### src/rtl/clkroot_pkg.sv
package clkroot_pkg;

    typedef enum logic [1:0] {
        SWS_IDLE     = 2'd0,
        SWS_WAIT_OLD = 2'd1,
        SWS_WAIT_NEW = 2'd2
    } sw_state_e;

endpackage

### src/rtl/clkroot_div.sv
module clkroot_div #(
    parameter int DIV_W = 3
) (
    input  logic             clk,
    input  logic             rst_n,
    input  logic             tick_i,
    input  logic [DIV_W-1:0] ratio_m1,
    output logic             hit_o
);
    logic [DIV_W-1:0] cnt_d, cnt_q;

    always_comb begin
        hit_o = tick_i && (cnt_q >= ratio_m1);
        cnt_d = cnt_q;
        if (tick_i) begin
            cnt_d = hit_o ? '0 : cnt_q + 1'b1;
        end
    end

    always_ff @(posedge clk or negedge rst_n) begin
        if (!rst_n) cnt_q <= '0;
        else        cnt_q <= cnt_d;
    end
endmodule

### src/rtl/clkroot_switch.sv
module clkroot_switch
    import clkroot_pkg::*;
#(
    parameter int NSRC = 8,
    parameter int SW   = $clog2(NSRC)
) (
    input  logic            clk,
    input  logic            rst_n,
    input  logic [NSRC-1:0] src_en,
    input  logic [NSRC-1:0] src_active,
    input  logic            wr_i,
    input  logic [SW-1:0]   wr_sel,
    output logic [SW-1:0]   target_o,
    output logic [SW-1:0]   sel_a_o,
    output logic [SW-1:0]   sel_b_o,
    output logic            path_o,
    output logic            busy_o
);
    typedef struct packed {
        sw_state_e           st;
        logic [SW-1:0]       target;
        logic [1:0][SW-1:0]  sel;
        logic                path;
    } sw_regs_t;

    sw_regs_t r_d, r_q;
    logic          idle_path;
    logic [SW-1:0] old_src;

    always_comb begin
        r_d       = r_q;
        idle_path = ~r_q.path;
        old_src   = r_q.sel[idle_path];
        unique case (r_q.st)
            SWS_IDLE: begin
                if (wr_i) begin
                    r_d.target = wr_sel;
                    r_d.st     = SWS_WAIT_OLD;
                end
            end
            SWS_WAIT_OLD: begin
                if (src_active[old_src] && src_en[old_src]) begin
                    r_d.sel[idle_path] = r_q.target;
                    r_d.st             = SWS_WAIT_NEW;
                end
            end
            SWS_WAIT_NEW: begin
                if (src_en[r_q.target]) begin
                    r_d.path = idle_path;
                    r_d.st   = SWS_IDLE;
                end
            end
            default: r_d.st = SWS_IDLE;
        endcase
    end

    always_ff @(posedge clk or negedge rst_n) begin
        if (!rst_n) begin
            r_q.st     <= SWS_IDLE;
            r_q.target <= '0;
            r_q.sel    <= '0;
            r_q.path   <= 1'b0;
        end else begin
            r_q <= r_d;
        end
    end

    assign target_o = r_q.target;
    assign sel_a_o  = r_q.sel[0];
    assign sel_b_o  = r_q.sel[1];
    assign path_o   = r_q.path;
    assign busy_o   = (r_q.st != SWS_IDLE);
endmodule

### src/rtl/clkroot_sel.sv
module clkroot_sel #(
    parameter int NSRC       = 8,
    parameter int DIV_W      = 3,
    parameter bit HAS_PREDIV = 1'b1,
    localparam int SW        = $clog2(NSRC)
) (
    input  logic             clk,
    input  logic             rst_n,
    input  logic [NSRC-1:0]  src_en,
    input  logic [NSRC-1:0]  src_active,
    input  logic             sel_wr,
    input  logic [SW-1:0]    sel_val,
    input  logic             cfg_wr,
    input  logic             cfg_gate,
    input  logic [DIV_W-1:0] cfg_pre_m1,
    input  logic [DIV_W-1:0] cfg_post_m1,
    output logic             clk_en_o,
    output logic [SW-1:0]    rd_target,
    output logic [SW-1:0]    rd_sel_a,
    output logic [SW-1:0]    rd_sel_b,
    output logic             rd_path,
    output logic             rd_busy
);
    typedef struct packed {
        logic             gate;
        logic [DIV_W-1:0] pre_m1;
        logic [DIV_W-1:0] post_m1;
    } cfg_regs_t;

    cfg_regs_t cfg_d, cfg_q;
    logic      gate_on;

    always_comb begin
        cfg_d = cfg_q;
        if (cfg_wr) begin
            cfg_d.gate    = cfg_gate;
            cfg_d.pre_m1  = cfg_pre_m1;
            cfg_d.post_m1 = cfg_post_m1;
        end
    end

    always_ff @(posedge clk or negedge rst_n) begin
        if (!rst_n) begin
            cfg_q.gate    <= 1'b1;
            cfg_q.pre_m1  <= '0;
            cfg_q.post_m1 <= '0;
        end else begin
            cfg_q <= cfg_d;
        end
    end

    assign gate_on = cfg_q.gate;

    clkroot_switch #(.NSRC(NSRC), .SW(SW)) u_switch (
        .clk        (clk),
        .rst_n      (rst_n),
        .src_en     (src_en),
        .src_active (src_active),
        .wr_i       (sel_wr),
        .wr_sel     (sel_val),
        .target_o   (rd_target),
        .sel_a_o    (rd_sel_a),
        .sel_b_o    (rd_sel_b),
        .path_o     (rd_path),
        .busy_o     (rd_busy)
    );

    logic [1:0][SW-1:0] path_sel;
    logic [1:0]         path_tick;
    logic [1:0]         path_hit;
    logic               post_hit;

    assign path_sel[0] = rd_sel_a;
    assign path_sel[1] = rd_sel_b;

    for (genvar p = 0; p < 2; p++) begin : g_path
        assign path_tick[p] = src_en[path_sel[p]];
        if (HAS_PREDIV) begin : g_prediv
            clkroot_div #(.DIV_W(DIV_W)) u_pre (
                .clk      (clk),
                .rst_n    (rst_n),
                .tick_i   (path_tick[p]),
                .ratio_m1 (cfg_q.pre_m1),
                .hit_o    (path_hit[p])
            );
        end else begin : g_direct
            assign path_hit[p] = path_tick[p];
        end
    end

    clkroot_div #(.DIV_W(DIV_W)) u_post (
        .clk      (clk),
        .rst_n    (rst_n),
        .tick_i   (path_hit[rd_path]),
        .ratio_m1 (cfg_q.post_m1),
        .hit_o    (post_hit)
    );

    assign clk_en_o = gate_on & post_hit;
endmodule

### config.mk
export PLATFORM = sky130hd
export DESIGN_NAME = clkroot_sel
export DESIGN_NICKNAME = d
export VERILOG_FILES = /design/src/rtl/clkroot_pkg.sv /design/src/rtl/clkroot_div.sv /design/src/rtl/clkroot_switch.sv /design/src/rtl/clkroot_sel.sv
export SDC_FILE = /design/constraint.sdc
export NUM_CORES = 1
export LEC_CHECK = 0
export BUFFER_PORTS_ARGS = -buffer_cell sky130_fd_sc_hd__buf_2
export CAP_MARGIN = 20
export CORE_ASPECT_RATIO = 1.25
export CORE_MARGIN = 5
export CORE_UTILIZATION = 48
export DETAILED_ROUTE_END_ITERATION = 7
export MAX_ROUTING_LAYER = met4
export PLACE_DENSITY_LB_ADDON = 0.3
export SLEW_MARGIN = 25
export SYNTH_ARGS = -nofsm -noshare
export SYNTH_HDL_FRONTEND = slang
export SYNTH_SLANG_ARGS = --single-unit
export TNS_END_PERCENT = 50
### constraint.sdc
create_clock -name clk -period 1.9 [get_ports clk]
set_input_delay 0.285 -clock clk [delete_from_list [all_inputs] [get_ports clk]]
set_output_delay 0.285 -clock clk [all_outputs]
set_load 0.005 [all_outputs]
# Word-level counts from Yosys, hierarchy flattened
# Cells that the tools add are included.
[classes] magnitude_cmp=10 div=0 n_reduce_logical=11 n_mux=24 bitwise_logic=2 shifts=0 addsub=3 eq_ne=5 multipliers=0
[op_table] cell="$mux 3" count=6
[op_table] cell="$lt 3x4->1 const B" count=4
[op_table] cell="$bmux 1 s3" count=5
[op_table] cell="$add 3x1->3 const B" count=3
[op_table] cell="$ge 3x3->1" count=3
[op_table] cell="$mux 1" count=7
[op_table] cell="$bwmux 6" count=1
[op_table] cell="$pmux 2 s3" count=1
[op_table] cell="$reduce_and 2->1" count=3
[op_table] cell="$logic_and 1x1->1" count=5
[op_table] cell="$mux 5" count=1
[op_table] cell="$lt 1x2->1 const B" count=2
[op_table] cell="$mux 2" count=2
[op_table] cell="$ne 2x1->1 const B" count=2
[op_table] cell="$demux 3 s1" count=1
[op_table] cell="$reduce_and 3->1" count=1
[op_table] cell="$eq 2x1->1 const B" count=1
[op_table] cell="$eq 2x2->1 const B" count=1
[op_table] cell="$logic_not 2->1" count=1
[op_table] cell="$ne 2x2->1 const B" count=1
[op_table] cell="$reduce_bool 2->1" count=1
[op_table] cell="$and 1x1->1" count=1
[op_table] cell="$ge 1x1->1 const B" count=1
[op_table] cell="$not 1->1" count=1
[word_totals] mem_bits_ro=0 latchBits=0 ramBits=0 mem_count=0 input_bits=30 word_cells=66 output_inout_bits=12 ff_bits=28

# Depth between registers and ports, before layout
# Gate-level depths: netlist of run 1.
[logic_depth] ltp_word=8 depth_mapped=7 mapped_depth_nobuf=7

# By module
# Synthesis of run 1 repeated with hierarchy kept, for this count alone.
[hier_totals] hier_cells=170 hier_area_um2=1863.0
[by_module_without_submodules] module="clkroot_switch" cells_each=75 seq_area_each_um2=300.3 area_each_um2=809.5 instances=1
[by_module_without_submodules] module="clkroot_div" cells_each=24 seq_area_each_um2=75.1 area_each_um2=216.5 instances=3
[by_module_without_submodules] module="clkroot_sel" cells_each=23 seq_area_each_um2=176.4 area_each_um2=404.1 instances=1

# Worst setup path after synthesis of run 1
# No wires, ideal clock.
[synth_timing] path_type="register to register" from="register u_switch.r_q, in the netlist u_switch.sel_b_o[0]" to="register u_post.cnt_q[0]" synth_period_minus_slack_ps=1966 path_stages_with_launch=6 required_time_ps=1775 path_buffers=0 path_slack_ps=-66 arrival_time_ps=1841 setup_ps=125 path_cell_list="dfrtp_1 > mux4_1 > mux2i_2 > a2111o_1 > and2_4 > mux2_4"
[synth_between] elab_chain_len=7
[synth_lines] element="start: declaration" line_no="clkroot_switch.sv:26" rtl="sw_regs_t r_d, r_q;"
[synth_lines] element="start signal: assignment" line_no="clkroot_switch.sv:64" rtl="r_q <= r_d;"
[synth_lines] element="$bmux 1 s3 *" line_no="clkroot_sel.sv:77" rtl="assign path_tick[p] = src_en[path_sel[p]];"
[synth_lines] element="$mux 1 (implied by the code) *" line_no="clkroot_sel.sv:77"
[synth_lines] element="$logic_and 1x1->1 *" line_no="clkroot_div.sv:13" rtl="hit_o = tick_i && (cnt_q >= ratio_m1);"
[synth_lines] element="$mux 1 (implied by the code) * (2 in a row)" line_no="clkroot_sel.sv:94" rtl=".tick_i (path_hit[rd_path]),"
[synth_lines] element="$logic_and 1x1->1" line_no="clkroot_div.sv:13"
[synth_lines] element="$mux 3" line_no="clkroot_div.sv:16" rtl="cnt_d = hit_o ? '0 : cnt_q + 1'b1;"
[synth_lines] element="end signal: assignment" line_no="clkroot_div.sv:22" rtl="else cnt_q <= cnt_d;"
[synth_lines] element="end: declaration" line_no="clkroot_div.sv:10" rtl="logic [DIV_W-1:0] cnt_d, cnt_q;"
# Mark *: on every way between the ends. The rest lies on a longest branch, timed or not. The select of a mux whose other input is x is not followed.
# A chain may end at the register's enable or synchronous reset.

# Worst setup path in the final report of run 1
[layout_timing] from="register u_switch.r_q, in the netlist u_switch.sel_a_o[0]" to="output port clk_en_o"
[layout_between] elab_chain_len=7
[layout_lines] element="$bmux 1 s3" line_no="clkroot_sel.sv:77"
[layout_lines] element="$mux 1 (implied by the code)" line_no="clkroot_sel.sv:77"
[layout_lines] element="$logic_and 1x1->1" line_no="clkroot_div.sv:13"
[layout_lines] element="$mux 1 (implied by the code) (2 in a row)" line_no="clkroot_sel.sv:94"
[layout_lines] element="$logic_and 1x1->1" line_no="clkroot_div.sv:13"
[layout_lines] element="$and 1x1->1" line_no="clkroot_sel.sv:99" rtl="assign clk_en_o = gate_on & post_hit;"
[layout_lines] element="end: declaration" line_no="clkroot_sel.sv:17" rtl="output logic clk_en_o,"
# Every way passes these cells. The select of a mux whose other input is x is not followed.

==> run_results.csv, run 1 <==
group,metric,value,unit
global_route,grt_usage,17.4,%
run,drv_cap,0,
drt,drt_wl_total,4.25,mm
timing,period_needed,2.14,ns
layout,drive_above_1_share,47.2,%
power_and_ir_drop,p_comb_share,63.0,%
timing,setup_ws,-0.242,ns
global_route,grt_pass1_wl,6.96,mm
yosys,syn-cell-area,1870,µm²
power_and_ir_drop,ir_drop,0.812,mV
setup_path,start_kind,"register",
layout,nNetsFinal,276,
yosys,synth_area_leaders,"dfrtp_1 36%, ha_1 8.0%, mux2_2 6.0%",
timing,max_slew_margin,58.9,%
power_and_ir_drop,switching_share,39.0,%
drt,avgRoutedWirePerCell,14.8,µm
floorplanning,io_pins,42,
run_status,outcome,"complete, but fails checks",
timing,tightest_slew,0.617,ns
drt,drtIter0Drc,44,
layout,antennaDiodeCount,0,
drt,drc,0,
yosys,mappedNetlistNets,219,
timing,setup_viol,8,
place,port_buffers,41,
clock_tree,clk_pin_slew,0.10,ns
power_and_ir_drop,p_total,0.00389,W
yosys,netlist_instances,177,
yosys,ys_async_sr_fraction,100,%
clock_tree,numCtsBuffers,3,
clock_tree,clk_latency,0.27,ns
floorplanning,die_width,65.9,µm
clock_tree,cts_tree,"done",
hold_path,hold_path_class,"input pin to asynchronous set/reset pin",
floorplanning,fp.dieH,79.8,µm
setup_path,r2r_start,"u_switch.sel_b_o[0]",
yosys,ys.flop_type,"dfrtp_1",
yosys,ys_ff_latch,28,
layout,area_delta_synth_final,28.1,%
power_and_ir_drop,internal_power,0.00237,W
global_route,overflow,0,
clock_tree,cts_buffer_depth,2,
timing,finalSetupTns,-0.595,ns
floorplanning,initial_core_util,49.5,%
setup_path,cp_num_buf_inv,1,
setup_path,critPathLaunch,"u_switch.sel_a_o[0]",
yosys,synth.distinct_cells,42,
place,place_area,2200,µm²
timing,fmax,467,MHz
yosys,synth-edff-count,0,
yosys,synth_warnings,0,
layout,fin_area,2400,µm²
power_and_ir_drop,p_leak,1.14,nW
drt,drtPass1Iterations,4,
timing,period_share,113,%
run_status,violations,"setup timing",
clock_tree,htree_levels,1,
setup_path,worst_ep_required_time,1.62,ns
setup_path,critPathMaxFanout,4,
floorplanning,rows,25,
timing,slew_viol_final,0,
drt,vias,1563,
drt,ant_nets,0,
power_and_ir_drop,clockPowerShare,9.4,%
setup_path,path_cells,"mux4_2 > mux2i_4 > a2111o_1 > and2_4 > nor2_2 > buf_2",
clock_tree,clock-sinks,28,
clock_tree,ctsHoldBuffers,0,
drt,routed_via_density,5.45,
setup_path,slowest_stage,"mux4_2",
clock_tree,ctsRootBufferMaster,"clkbuf_8",
timing,fin_skew,0.00558,ns
setup_path,crit_arrival,1.86,ns
yosys,yosysSeqAreaShare,37.5,%
timing,grt_setup_unrepaired,"yes",
timing,finalHoldViolCount,0,
floorplanning,core_area,3780,µm²
yosys,synth_top_cell_area_share,36.1,%
place,place_congestion,0.867,
floorplanning,dieArea,5260,µm²
setup_path,crit_path_end_kind,"output pin",
setup_path,regToRegSetupSlack,-0.06,ns
power_and_ir_drop,seq_power_share,27.6,%
global_route,antenna_found_initial,0,
yosys,yosysTopAreaCell,"dfrtp_1",
place,dpl.hpwl,3.35,mm
global_route,grt_max_degree,29,
yosys,syn_area_per_cell,10.6,µm²
setup_path,max_stage_delay,0.55,ns
setup_path,path_class,"register to output pin",
global_route,grt_pass1_vias,1570,
power_and_ir_drop,p_sw,0.00152,W
power_and_ir_drop,p_per_area,1620,nW/µm²
layout,finish.utilization,63.4,%
setup_path,path_delay_family,"multiplexers",
[worst register-to-register path, stage by stage (launching register included)]
cell	delay [ns]
dfrtp_2	0.44
buf_4	0.15
buf_4	0.13
nor3b_1	0.14
o22ai_2	0.21
o22ai_4	0.14
nor3_4	0.31
mux2_4	0.32
[worst paths after layout]
kind | to | cells past startpoint
max | clk_en_o | 6
min | u_post.cnt_q[2] | 1
max reg2reg | u_switch.sel_b_o[0] | 7
min reg2reg | g_path[0].g_prediv.u_pre.cnt_q[2] | 1
max in group asynchronous | u_switch.sel_b_o[0] | 1
min in group clk | cfg_q[2] | 3
[layer usage]
metal | track usage [%] | share of wire (%) | vias up
met2 | 32.6 | 53 | 48
met5 | - | 0 | -
met4 | 4.36 | 1.6 | 0
met3 | 1.27 | 5.1 | 6
met1 | 19.7 | 40 | 761
li1 | - | - | 748
[layout by cell type (no fill, tap or decap), types with 2 or more instances in the layout]
cell	instances
a2111o_1	2
a21o_1	2
a21oi_1	3
a31oi_1	2
and3_1	3
buf_2	41
buf_4	22
clkbuf_8	4
dfrtp_1	25
dfrtp_2	2
ha_1	12
inv_1	16
mux2_2	8
mux2_4	5
mux2i_1	3
mux2i_4	2
mux4_2	6
nand2_1	15
nand2b_1	3
nand4b_1	2
nor2_1	8
nor3_1	3
nor3_4	2
nor3b_1	3
o21ai_0	7
o22ai_1	3
o22ai_2	2
o31ai_1	2
or2_2	3
[cells by family (layout without fill, tap and decap cells)]
kind of cell / count (synthesis) / after routing / share of synthesized area [%]
AND/OR/NAND/NOR: 49 / 49 / 14.4
adder cells (fa/ha/maj): 12 / 12 / 8.02
AO/OA/AOI/OAI: 33 / 33 / 12.4
multiplexers: 25 / 25 / 19.4
XOR/XNOR: 1 / 1 / 0.468
flip-flops: 28 / 28 / 37.5
buffers and inverters: 29 / 85 / 7.88
[state kept, by name (all words and copies together) (netlist names)]
signal / cells
cfg_q: 6
g_path.g_prediv.u_pre.cnt_q: 6
gate_on: 1
u_post.cnt_q: 3
u_switch.path_o: 1
u_switch.r_q: 2
u_switch.sel_a_o: 3
u_switch.sel_b_o: 3
u_switch.target_o: 3
[cell type report]
type,count,area (µm²)
Inverter,17,63.8
Sequential cell,28,704
Fill cell,315,1390
Multi-Input combinational cell,120,1130
Tap cell,54,67.6
Timing Repair Buffer,64,382
Clock buffer,4,55.1
[metrics by stage]
stage | cells | setup slack (ns) | hold WS, ns
floorplan | 177 | 0.00889 | -0.0106
global placement | 278 | -0.0488 | 0.342
detailed placement | 278 | -0.0906 | 0.342
CTS | 287 | -0.254 | 0.0374
global route | 287 | -0.337 | 0.0753
finish | 287 | -0.242 | 0.0174
[power groups by stage]
stage               clock network (W)  registers [W]  logic, W
finish                       0.000366        0.00107   0.00245
CTS                          0.000378        0.00107   0.00231
global route                 0.000407        0.00111   0.00270
floorplan                           0        0.00104   0.00145
detailed placement                  0        0.00108   0.00207
global placement                    0        0.00107   0.00202
[synth_stat cells, types with 3 or more instances]
cell type	count
dfrtp_1	27
o21ai_0	9
mux4_2	4
mux2i_2	3
or2_2	3
and3_1	3
ha_1	12
a21oi_1	3
nor2_1	9
mux2i_1	3
mux2_2	10
o22ai_1	6
nor3_1	3
buf_4	10
inv_1	17
nand2b_1	3
nand2_1	15
nor3b_1	4
[timing repair]
action	4_1_cts	5_1_grt
buffers inserted	7	3
gates resized for setup	12	11
pin swaps	3	8
endpoints found under the setup margin	9	10
Power figures use the tool's default switching activity.
==> inputs of run 2 (changes only) <==
- CORE_ASPECT_RATIO: 1.25 -> 2
==> run 2 against run 1 <==
The run still ends with setup timing left; first-iteration DRC count shrank 39%; sequential power is essentially flat; total power grew 4.3%; clock-buffer cell count is the same; critical endpoint unchanged.
==> run_results.csv, run 2 (synthesized netlist as in run 1, its figures left out) <==
group,metric,value,unit
timing,slew_viol_final,0,
timing,fin_skew,0.00195,ns
drt,vias,1561,
clock_tree,numCtsBuffers,3,
timing,tightest_slew,0.614,ns
setup_path,rr_worst_depth,7,
floorplanning,die_width,54.2,µm
setup_path,slowest_stage,"mux4_2",
floorplanning,io_pins,42,
setup_path,path_delay_family,"multiplexers",
place,place_area,2240,µm²
timing,period_needed,2.16,ns
setup_path,regToRegSetupSlack,-0.14,ns
setup_path,critical_path_depth,6,
run,drv_cap,0,
layout,fin_area,2500,µm²
setup_path,path_class,"register to output pin",
drt,ant_nets,0,
clock_tree,cts_tree,"done",
layout,top_regs,"cfg_q x6, g_path.g_prediv.u_pre.cnt_q x6",
setup_path,max_stage_delay,0.56,ns
timing,finalSetupTns,-0.711,ns
floorplanning,initial_core_util,49.2,%
setup_path,critPathMaxFanout,4,
clock_tree,ctsRootBufferMaster,"clkbuf_8",
clock_tree,htree_levels,1,
global_route,grt_pass1_vias,1679,
timing,fmax,464,MHz
setup_path,path_cells,"mux4_2 > mux2i_4 > a2111o_1 > and2_4 > nor2_2 > buf_2",
layout,fill_cells,299,
hold_path,hold_path_class,"input pin to asynchronous set/reset pin",
place,dpl.hpwl,3.69,mm
layout,final_common_cell,"buf_2",
timing,period_share,113,%
drt,drtPass1Iterations,4,
run_status,violations,"setup timing",
setup_path,start_kind,"register",
layout,nNetsFinal,285,
timing,setup_viol,10,
global_route,grt_usage,19.6,%
timing,grt_setup_unrepaired,"yes",
setup_path,rr_endpoint,"u_post.cnt_q[0]",
drt,drt_wl_total,4.79,mm
place,dp_slack,-0.0891,ns
floorplanning,fp.dieH,98.3,µm
layout,area_delta_synth_final,33.4,%
layout,finish.utilization,65.7,%
place,place_inst,281,
floorplanning,rows,32,
global_route,grt_pass1_wl,7.41,mm
drt,drc,0,
global_route,grt_max_degree,29,
setup_path,crit_arrival,1.87,ns
power_and_ir_drop,ir_drop,1.02,mV
run_status,outcome,"complete, but fails checks",
timing,finalHoldViolCount,0,
setup_path,critPathLaunch,"u_switch.sel_a_o[0]",
global_route,antenna_found_initial,0,
setup_path,cp_num_buf_inv,1,
layout,antennaDiodeCount,0,
floorplanning,core_area,3800,µm²
timing,max_slew_margin,59.1,%
timing,setup_ws,-0.256,ns
clock_tree,clk_pin_slew,0.09,ns
setup_path,worst_ep_required_time,1.62,ns
place,port_buffers,41,
drt,avgRoutedWirePerCell,16.3,µm
drt,drtIter0Drc,27,
clock_tree,cts_buffer_depth,2,
clock_tree,ctsHoldBuffers,0,
global_route,overflow,0,
layout,final_cells,293,
power_and_ir_drop,p_leak,1.19,nW
clock_tree,clk_latency,0.28,ns
place,place_congestion,0.759,
power_and_ir_drop,p_per_area,1630,nW/µm²
setup_path,r2r_start,"cfg_q[3]",
floorplanning,dieArea,5330,µm²
clock_tree,clock-sinks,28,
layout,final_cell_mix,"41 x buf_2, 28 x buf_4, 25 x dfrtp_1, 17 x inv_1, 15 x nand2_1",
drt,routed_via_density,5.33,
setup_path,crit_path_end_kind,"output pin",
layout,drive_above_1_share,50.0,%
-- run 2: cell types whose count changed in the layout (fill, tap and decap cells not counted), moves of 2 or more --
cell	before	now
ha_1	12	10
buf_6	1	4
buf_4	22	28
ha_4	0	2
-- run 2: area by class of cell --
class / count / area (µm²) / area share (%)
inverter: 17 / 63.8 / 2.55
clock buffer: 4 / 55.1 / 2.20
timing repair buffer: 73 / 460 / 18.4
tap: 51 / 63.8 / 2.55
sequential: 28 / 704 / 28.2
multi-input combinational: 120 / 1150 / 46.1
-- run 2: where the power goes --
part           internal (W)  switching [W]  leakage (nW)  total [W]
registers          0.000822       0.000260         0.341    0.00108
logic               0.00147        0.00114         0.816    0.00261
clock network      0.000186       0.000184        0.0288   0.000370
total               0.00247        0.00159          1.19    0.00406
-- run 2: what timing repair did --
item                                    in CTS  in global routing
hold endpoints to repair                     0                  0
buffers inserted                             6                  2
gates cloned                                 0                  0
gates resized for setup                     19                  8
endpoints found under the setup margin       8                 10
pin swaps                                    8                  4
-- run 2: per-stage QoR --
stage	total power, W	hold slack [ns]
global route	0.00435	0.0560
global placement	0.00316	0.339
detailed placement	0.00320	0.333
CTS	0.00392	0.0339
finish	0.00406	0.00977
floorplan	0.00249	-0.0106
-- run 2: worst register-to-register path, delay by kind of cell (launching register included) --
family | cells | cell delay, ns
adder cells (fa/ha/maj) | 1 | 0.30
buffers and inverters | 2 | 0.24
multiplexers | 1 | 0.28
AO/OA/AOI/OAI | 2 | 0.50
flip-flops | 1 | 0.44
AND/OR/NAND/NOR | 1 | 0.18
-- run 2: worst max-delay path by stage --
stage                           to  slack (ns)
3_3_place_gp   u_switch.sel_b_o[0]       -0.06
6_report                  clk_en_o       -0.26
2_1_floorplan      u_post.cnt_q[0]       0.009
4_1_cts                   clk_en_o       -0.25
5_1_grt                   clk_en_o       -0.35
3_5_place_dp   u_switch.sel_b_o[0]       -0.09
-- run 2: per-layer routing --
metal	part of all wire [%]	GRT usage, %	vias up
li1	-	-	762
met4	3.4	8.45	0
met1	34	18.8	743
met3	4.0	1.98	11
met5	0	-	-
met2	58	36.5	45
